<file path="src/rtl/br_pkg.sv">
package br_pkg;
  localparam int unsigned BR_XLEN   = 32;
  localparam int unsigned BR_CR_W   = 32;
  localparam int unsigned BR_DISP_W = 14;
  localparam int unsigned BR_SEL_W  = $clog2(BR_CR_W);

  // option codes that have a defined meaning
  localparam logic [3:0] OPT_DNZ_F  = 4'b0000;
  localparam logic [3:0] OPT_DZ_F   = 4'b0001;
  localparam logic [3:0] OPT_F      = 4'b0010;
  localparam logic [3:0] OPT_DNZ_T  = 4'b0100;
  localparam logic [3:0] OPT_DZ_T   = 4'b0101;
  localparam logic [3:0] OPT_T      = 4'b0110;
  localparam logic [3:0] OPT_DNZ    = 4'b1000;
  localparam logic [3:0] OPT_DZ     = 4'b1001;
  localparam logic [3:0] OPT_ALWAYS = 4'b1010;

  typedef enum logic [1:0] {
    CLS_COND_CNT,
    CLS_COND,
    CLS_CNT,
    CLS_NONE
  } br_class_e;
endpackage

</file>
<file path="src/rtl/br_field_split.sv">
module br_field_split
  import br_pkg::*;
#(
  parameter int unsigned SEL_W  = BR_SEL_W,
  parameter int unsigned DISP_W = BR_DISP_W
) (
  input  logic [31:0]       instr,
  output logic [3:0]        opt,
  output logic              hint,
  output logic [SEL_W-1:0]  sel,
  output logic              link,
  output logic [DISP_W-1:0] disp
);
  // primary opcode and absolute-address bit are outside this unit's scope
  logic unused_bits;
  assign unused_bits = ^{instr[31:26], instr[1]};

  assign opt  = instr[25:22];
  assign hint = instr[21];
  assign sel  = instr[16 +: SEL_W];
  assign link = instr[0];
  assign disp = instr[2 +: DISP_W];
endmodule

</file>
<file path="src/rtl/br_cond_eval.sv">
module br_cond_eval
  import br_pkg::*;
#(
  parameter int unsigned XLEN  = BR_XLEN,
  parameter int unsigned CR_W  = BR_CR_W,
  localparam int unsigned SEL_W = $clog2(CR_W)
) (
  input  logic [3:0]       opt,
  input  logic [SEL_W-1:0] sel,
  input  logic [CR_W-1:0]  cr,
  input  logic [XLEN-1:0]  ctr,
  output logic             taken,
  output logic [XLEN-1:0]  ctr_next,
  output logic             ctr_we,
  output logic             invalid
);
  // selector 0 addresses the most significant condition bit
  logic [CR_W-1:0] cr_msb0;
  for (genvar g = 0; g < CR_W; g++) begin : g_cr_rev
    assign cr_msb0[g] = cr[CR_W-1-g];
  end

  logic            cond_bit;
  logic [XLEN-1:0] ctr_dec;
  logic            cond_ok;
  logic            cnt_ok;
  br_class_e       cls;

  assign cond_bit = cr_msb0[sel];
  assign ctr_dec  = ctr - XLEN'(1);
  assign cond_ok  = (cond_bit == opt[2]);
  assign cnt_ok   = ((ctr_dec == '0) == opt[0]);

  always_comb begin
    cls     = CLS_NONE;
    invalid = 1'b0;
    taken   = 1'b0;
    case (opt)
      OPT_DNZ_F, OPT_DZ_F, OPT_DNZ_T, OPT_DZ_T: cls = CLS_COND_CNT;
      OPT_F, OPT_T:                             cls = CLS_COND;
      OPT_DNZ, OPT_DZ:                          cls = CLS_CNT;
      OPT_ALWAYS:                               cls = CLS_NONE;
      default:                                  invalid = 1'b1;
    endcase
    if (!invalid) begin
      case (cls)
        CLS_COND_CNT: taken = cond_ok && cnt_ok;
        CLS_COND:     taken = cond_ok;
        CLS_CNT:      taken = cnt_ok;
        default:      taken = 1'b1;
      endcase
    end
    ctr_we   = !invalid && (cls == CLS_COND_CNT || cls == CLS_CNT);
    ctr_next = ctr_we ? ctr_dec : ctr;
  end
endmodule

</file>
<file path="src/rtl/br_target_sel.sv">
module br_target_sel
  import br_pkg::*;
#(
  parameter int unsigned XLEN   = BR_XLEN,
  parameter int unsigned DISP_W = BR_DISP_W,
  localparam int unsigned EXT_W = XLEN - DISP_W - 2
) (
  input  logic [DISP_W-1:0] disp,
  input  logic              use_reg,
  input  logic [XLEN-1:0]   reg_target,
  output logic [XLEN-1:0]   target
);
  logic [XLEN-1:0] disp_ext;
  logic [XLEN-1:0] reg_aligned;

  assign disp_ext    = {{EXT_W{disp[DISP_W-1]}}, disp, 2'b00};
  assign reg_aligned = {reg_target[XLEN-1:2], 2'b00};
  assign target      = use_reg ? reg_aligned : disp_ext;
endmodule

</file>
<file path="src/rtl/br_resolve_unit.sv">
module br_resolve_unit
  import br_pkg::*;
#(
  parameter int unsigned XLEN   = BR_XLEN,
  parameter int unsigned CR_W   = BR_CR_W,
  parameter int unsigned DISP_W = BR_DISP_W,
  localparam int unsigned SEL_W = $clog2(CR_W)
) (
  input  logic            clk,
  input  logic            rst_n,
  input  logic            in_valid,
  output logic            in_ready,
  input  logic [31:0]     in_instr,
  input  logic [CR_W-1:0] in_cr,
  input  logic [XLEN-1:0] in_ctr,
  input  logic [XLEN-1:0] in_ret_addr,
  input  logic [XLEN-1:0] in_reg_target,
  input  logic            in_use_reg,
  output logic            out_valid,
  input  logic            out_ready,
  output logic            out_taken,
  output logic [XLEN-1:0] out_ctr,
  output logic            out_ctr_we,
  output logic            out_link_we,
  output logic [XLEN-1:0] out_link_addr,
  output logic [XLEN-1:0] out_target,
  output logic            out_invalid,
  output logic            out_mispredict
);
  logic [3:0]        f_opt;
  logic              f_hint;
  logic [SEL_W-1:0]  f_sel;
  logic              f_link;
  logic [DISP_W-1:0] f_disp;

  br_field_split #(.SEL_W(SEL_W), .DISP_W(DISP_W)) u_split (
    .instr (in_instr),
    .opt   (f_opt),
    .hint  (f_hint),
    .sel   (f_sel),
    .link  (f_link),
    .disp  (f_disp)
  );

  logic            e_taken;
  logic [XLEN-1:0] e_ctr;
  logic            e_ctr_we;
  logic            e_invalid;

  br_cond_eval #(.XLEN(XLEN), .CR_W(CR_W)) u_eval (
    .opt      (f_opt),
    .sel      (f_sel),
    .cr       (in_cr),
    .ctr      (in_ctr),
    .taken    (e_taken),
    .ctr_next (e_ctr),
    .ctr_we   (e_ctr_we),
    .invalid  (e_invalid)
  );

  logic [XLEN-1:0] t_target;

  br_target_sel #(.XLEN(XLEN), .DISP_W(DISP_W)) u_tgt (
    .disp       (f_disp),
    .use_reg    (in_use_reg),
    .reg_target (in_reg_target),
    .target     (t_target)
  );

  logic fire;
  assign in_ready = !out_valid || out_ready;
  assign fire     = in_valid && in_ready;

  always_ff @(posedge clk) begin
    if (!rst_n) begin
      out_valid <= 1'b0;
    end else if (fire) begin
      out_valid <= 1'b1;
    end else if (out_ready) begin
      out_valid <= 1'b0;
    end
  end

  always_ff @(posedge clk) begin
    if (!rst_n) begin
      out_taken      <= 1'b0;
      out_ctr        <= '0;
      out_ctr_we     <= 1'b0;
      out_link_we    <= 1'b0;
      out_link_addr  <= '0;
      out_target     <= '0;
      out_invalid    <= 1'b0;
      out_mispredict <= 1'b0;
    end else if (fire) begin
      out_taken      <= e_taken;
      out_ctr        <= e_ctr;
      out_ctr_we     <= e_ctr_we;
      out_link_we    <= f_link && !e_invalid;
      out_link_addr  <= in_ret_addr;
      out_target     <= t_target;
      out_invalid    <= e_invalid;
      out_mispredict <= e_taken ^ f_hint;
    end
  end

  // count result relative to the accepted count
  assert_ctr_step_R3: assert property (@(posedge clk) disable iff (!rst_n)
    fire |=> (out_ctr == ($past(in_ctr) - XLEN'(out_ctr_we))));

  // count-only code with wrap
  assert_cnt_only_dec_R4: assert property (@(posedge clk) disable iff (!rst_n)
    (fire && in_instr[25:23] == 3'b100) |=> (out_ctr_we && out_ctr == $past(in_ctr) - XLEN'(1)));

  assert_always_taken_R5: assert property (@(posedge clk) disable iff (!rst_n)
    (fire && in_instr[25:22] == OPT_ALWAYS) |=> (out_taken && !out_ctr_we));

  assert_invalid_quiet_R6: assert property (@(posedge clk) disable iff (!rst_n)
    (out_valid && out_invalid) |-> (!out_taken && !out_ctr_we && !out_link_we));

  assert_link_addr_R7: assert property (@(posedge clk) disable iff (!rst_n)
    fire |=> (out_link_addr == $past(in_ret_addr)));

  assert_mispredict_R9: assert property (@(posedge clk) disable iff (!rst_n)
    fire |=> (out_mispredict == (out_taken ^ $past(in_instr[21]))));

  assert_hold_on_stall_R10: assert property (@(posedge clk) disable iff (!rst_n)
    (out_valid && !out_ready) |=> (out_valid && $stable(out_taken) && $stable(out_ctr)
      && $stable(out_target) && $stable(out_link_addr) && $stable(out_invalid)));

  assert_result_follows_accept_R10: assert property (@(posedge clk) disable iff (!rst_n)
    fire |=> out_valid);

  assert_empty_ready_R11: assert property (@(posedge clk) disable iff (!rst_n)
    !out_valid |-> in_ready);
endmodule

</file>
<file path="config.mk">
export PLATFORM = sky130hd
export DESIGN_NAME = br_resolve_unit
export DESIGN_NICKNAME = d
export VERILOG_FILES = /design/src/rtl/br_pkg.sv /design/src/rtl/br_field_split.sv /design/src/rtl/br_cond_eval.sv /design/src/rtl/br_target_sel.sv /design/src/rtl/br_resolve_unit.sv
export SDC_FILE = /design/constraint.sdc
export NUM_CORES = 1
export LEC_CHECK = 0
export BUFFER_PORTS_ARGS = -buffer_cell sky130_fd_sc_hd__buf_2
export CAP_MARGIN = 15
export CORE_MARGIN = 2
export CORE_UTILIZATION = 40
export DETAILED_ROUTE_END_ITERATION = 10
export PLACE_DENSITY_LB_ADDON = 0.05
export SLEW_MARGIN = 40
export SYNTH_ARGS = -nofsm -noshare
export SYNTH_HDL_FRONTEND = slang
export SYNTH_SLANG_ARGS = --single-unit
</file>
<file path="constraint.sdc">
create_clock -name clk -period 7.2 [get_ports clk]
set_input_delay 0 -clock clk [delete_from_list [all_inputs] [get_ports clk]]
set_output_delay 0 -clock clk [all_outputs]
set_load 0.02 [all_outputs]
</file>
==> run_results.csv <==
group,metric,value,unit
global_route,antenna_found_initial,0,
detailed_routing,avgRoutedWirePerCell,14.74,um
setup_path,regToRegSetupSlack,4.75,ns
sta,worst_slew_margin_rel,47.21,%
yosys,synthTopCellsByArea,"dfxtp_1 41%, a211oi_1 8.9%, nand2_1 6.2%",
setup_path,critical_path_required,7.49,ns
cts,insertion_delay,0.35,ns
cts,h-tree-depth,3,
setup_path,path_max_fanout,6,
final_layout,drive_gt1_share,33.30,%
sta,post-route-period-util,47.96,%
global_route,track_usage,22.64,%
detailed_routing,via_per_inst,5.213,
yosys,synth_flop_cell,"dfxtp_1",
sta,tightest_slew,0.7919,ns
setup_path,r2r_start,"out_valid$_SDFFE_PN0P_",
detailed_routing,dr_total_vias,5385,
cts,cts_tree,"built",
yosys,synth_cell_type_count,54,
sta,tns,0,ns
yosys,seq_area_frac_synth,41.13,%
global_route,grt_max_degree,116,
sta,hold_viol,0,
placement,dp_hpwl,10320,um
sta,rsz0062_at_grt,"false",
yosys,synth_top_area_share,41.13,%
detailed_routing,ant_nets,0,
power_and_ir_drop,p_leak,3.203,nW
sta,fin_skew,0.005776,ns
global_route,first_global_vias,5156,
worst_hold_path,hold_class,"input port to flip-flop",
floorplanning,die_x,114.3,um
sta,setup_viol,0,
setup_path,worst-setup-path-type,"input port to flip-flop",
yosys,synth_top_cell_by_area,"dfxtp_1",
power_and_ir_drop,power,1.369,mW
worst_hold_path,holdPathEnd,"out_target[4]$_SDFFE_PN0P_",
detailed_routing,first_pass_iters,4,
run_status,outcome,"finished, final reports clean",
yosys,async_reset_ff_share,0,%
cts,cts.clk_slew.worst_paths,0.06,ns
worst_hold_path,whs_path_depth,3,
sta,holdWs,0.01025,ns
floorplanning,coreArea,0.01196,mm^2
floorplanning,io_pins,268,
cts,cts.sinks,100,
yosys,syn_avg_cell_area,8.421,um^2
power_and_ir_drop,peakVddDrop,0.08878,mV
yosys,synth_edf_count,0,
floorplanning,die_height,114.3,um
cts,numCtsBuffers,9,
yosys,synthTopCellsByCount,"100 x dfxtp_1, 81 x nand2_1, 80 x nor2_1",
final_layout,num_antenna_cells,0,
cts,cts_setup_buffers,0,
final_layout,area_delta_synth_final,48.89,%
job,maxCapViolCount,0,
yosys,netlist_area,0.004867,mm^2
yosys,synth_most_common_cell,"dfxtp_1",
setup_path,end_kind,"flip-flop",
setup_path,worstPathArrival,3.74,ns
cts,clockBufferDepth,2,
detailed_routing,detailedRoute.firstIterationViolations,330,
floorplanning,rows,40,
yosys,yosys_warnings,0,
setup_path,r2r-end,"out_mispredict$_SDFFE_PN0P_",
placement,place_area,0.006190,mm^2
yosys,ys_seq_elements,100,
cts,clock-root-buffer,"clkbuf_16",
sta,fmax,0.2896,GHz
detailed_routing,routed_wl,15230,um
setup_path,r2r_cells,6,
floorplanning,initial_utilization,40.69,%
detailed_routing,drc,0,
final_layout,nets,1049,
final_layout,fin_area,0.007247,mm^2
worst_hold_path,hp-start,"in_reg_target[4]",
global_route,globalRouteOverflowTotal,0,
power_and_ir_drop,pwr_density_cell,188.9,mW/mm^2
global_route,grt_pass1_wl,23960,um
floorplanning,die-area,0.01307,mm^2
yosys,synthCells,578,
setup_path,cp-start-kind,"input port",
sta,maxSlewViolCount,0,
placement,placement.io_buffers,256,
sta,min_period,3.453,ns
placement,place_congestion,0.7926,
metal layers:
layer  vias up  global-route usage, %  wire length [um]
met2       209                  38.53              7379
met4         0                  10.73               511
met1      2456                  27.04              6305
met5         -                      0                 0
met3        39                  5.188              1033
li1       2681                      -                 -
kinds of logic after synthesis:
family | synth area share, %
DFF | 41.13
adders and majority gates | 0.5141
buffers and inverters | 4.396
muxes | 7.661
AOI/OAI and AO/OA | 17.07
and+or+nand+nor | 23.39
other | 0.07705
xor gates and xnor gates | 5.758
area by class of cell:
class,instances,area [um^2]
repair buffers,340,2120
multi-input cells,425,2666
fillers,1052,4715
inverters,6,22.52
clock inverters,2,12.51
flip-flops and latches,100,2002
well taps,147,183.9
clock buffers,13,240.2
flip-flops by register name (all words and copies together), names as in the netlist:
register        flops
out_taken           1
out_invalid         1
out_link_addr      32
out_link_we         1
out_valid           1
out_ctr_we          1
out_ctr            32
out_mispredict      1
out_target         30
worst max-delay path: stages:
cell	delay (ns)
dlygate4sd3_1	0.53
buf_2	0.15
or4_1	0.67
or3_4	0.39
a211o_1	0.24
a22oi_1	0.18
nand4_1	0.16
o31a_1	0.30
or4_1	0.41
a31oi_1	0.16
dlygate4sd3_1	0.55
worst max-delay path by stage:
stage               from                           to  slack [ns]  cells after the start
2_1_floorplan  in_ctr[0]  out_mispredict$_SDFFE_PN0P_        4.60                     12
3_3_place_gp   in_ctr[0]  out_mispredict$_SDFFE_PN0P_        4.43                     12
3_5_place_dp   in_ctr[1]  out_mispredict$_SDFFE_PN0P_        4.40                     12
4_1_cts        in_ctr[6]  out_mispredict$_SDFFE_PN0P_        3.76                     11
5_1_grt        in_ctr[6]  out_mispredict$_SDFFE_PN0P_        3.60                     11
6_report       in_ctr[6]  out_mispredict$_SDFFE_PN0P_        3.75                     11
stage by stage:
stage               utilization [%]  std cells  setup slack, ns
floorplan                         -        579            4.603
global placement              51.66        938            4.432
detailed placement            51.75        938            4.399
CTS                           60.55       1033            3.765
global route                  60.59       1033            3.604
finish                        60.59       1033            3.747
cells in the final DEF, fill, tap and decap left out, types with 2 or more instances in the layout:
cell / instances
buf_2: 256
dfxtp_1: 100
nand2_1: 80
nor2_1: 80
dlygate4sd3_1: 80
a211oi_1: 58
a21oi_1: 37
nor3_1: 27
mux2i_1: 17
xnor2_1: 16
xor2_1: 16
mux4_2: 9
clkbuf_16: 9
nor4_1: 8
or4_1: 7
inv_1: 5
or3_1: 5
nor3b_1: 5
o21ai_0: 4
nand4_1: 4
nand3_1: 4
clkbuf_1: 4
a311oi_1: 3
a22oi_1: 3
o31ai_1: 3
nor4_4: 2
a31oi_1: 2
o2111ai_1: 2
or2_2: 2
nand3b_1: 2
nand4b_1: 2
o41ai_1: 2
ha_1: 2
conb_1: 2
buf_4: 2
buf_6: 2
power by group:
group	leakage [nW]	internal (mW)	total (mW)	switching (mW)
Sequential	0.828	0.594	0.612	0.0185
Clock	0.120	0.233	0.436	0.203
Combinational	2.26	0.141	0.321	0.180
what timing repair did:
item / in CTS / in global routing
resized for setup: 0 / 0
endpoints found under the hold margin: 73 / 0
hold buffers: 80 / 0
Note: power is estimated with default switching activity, not from simulation.
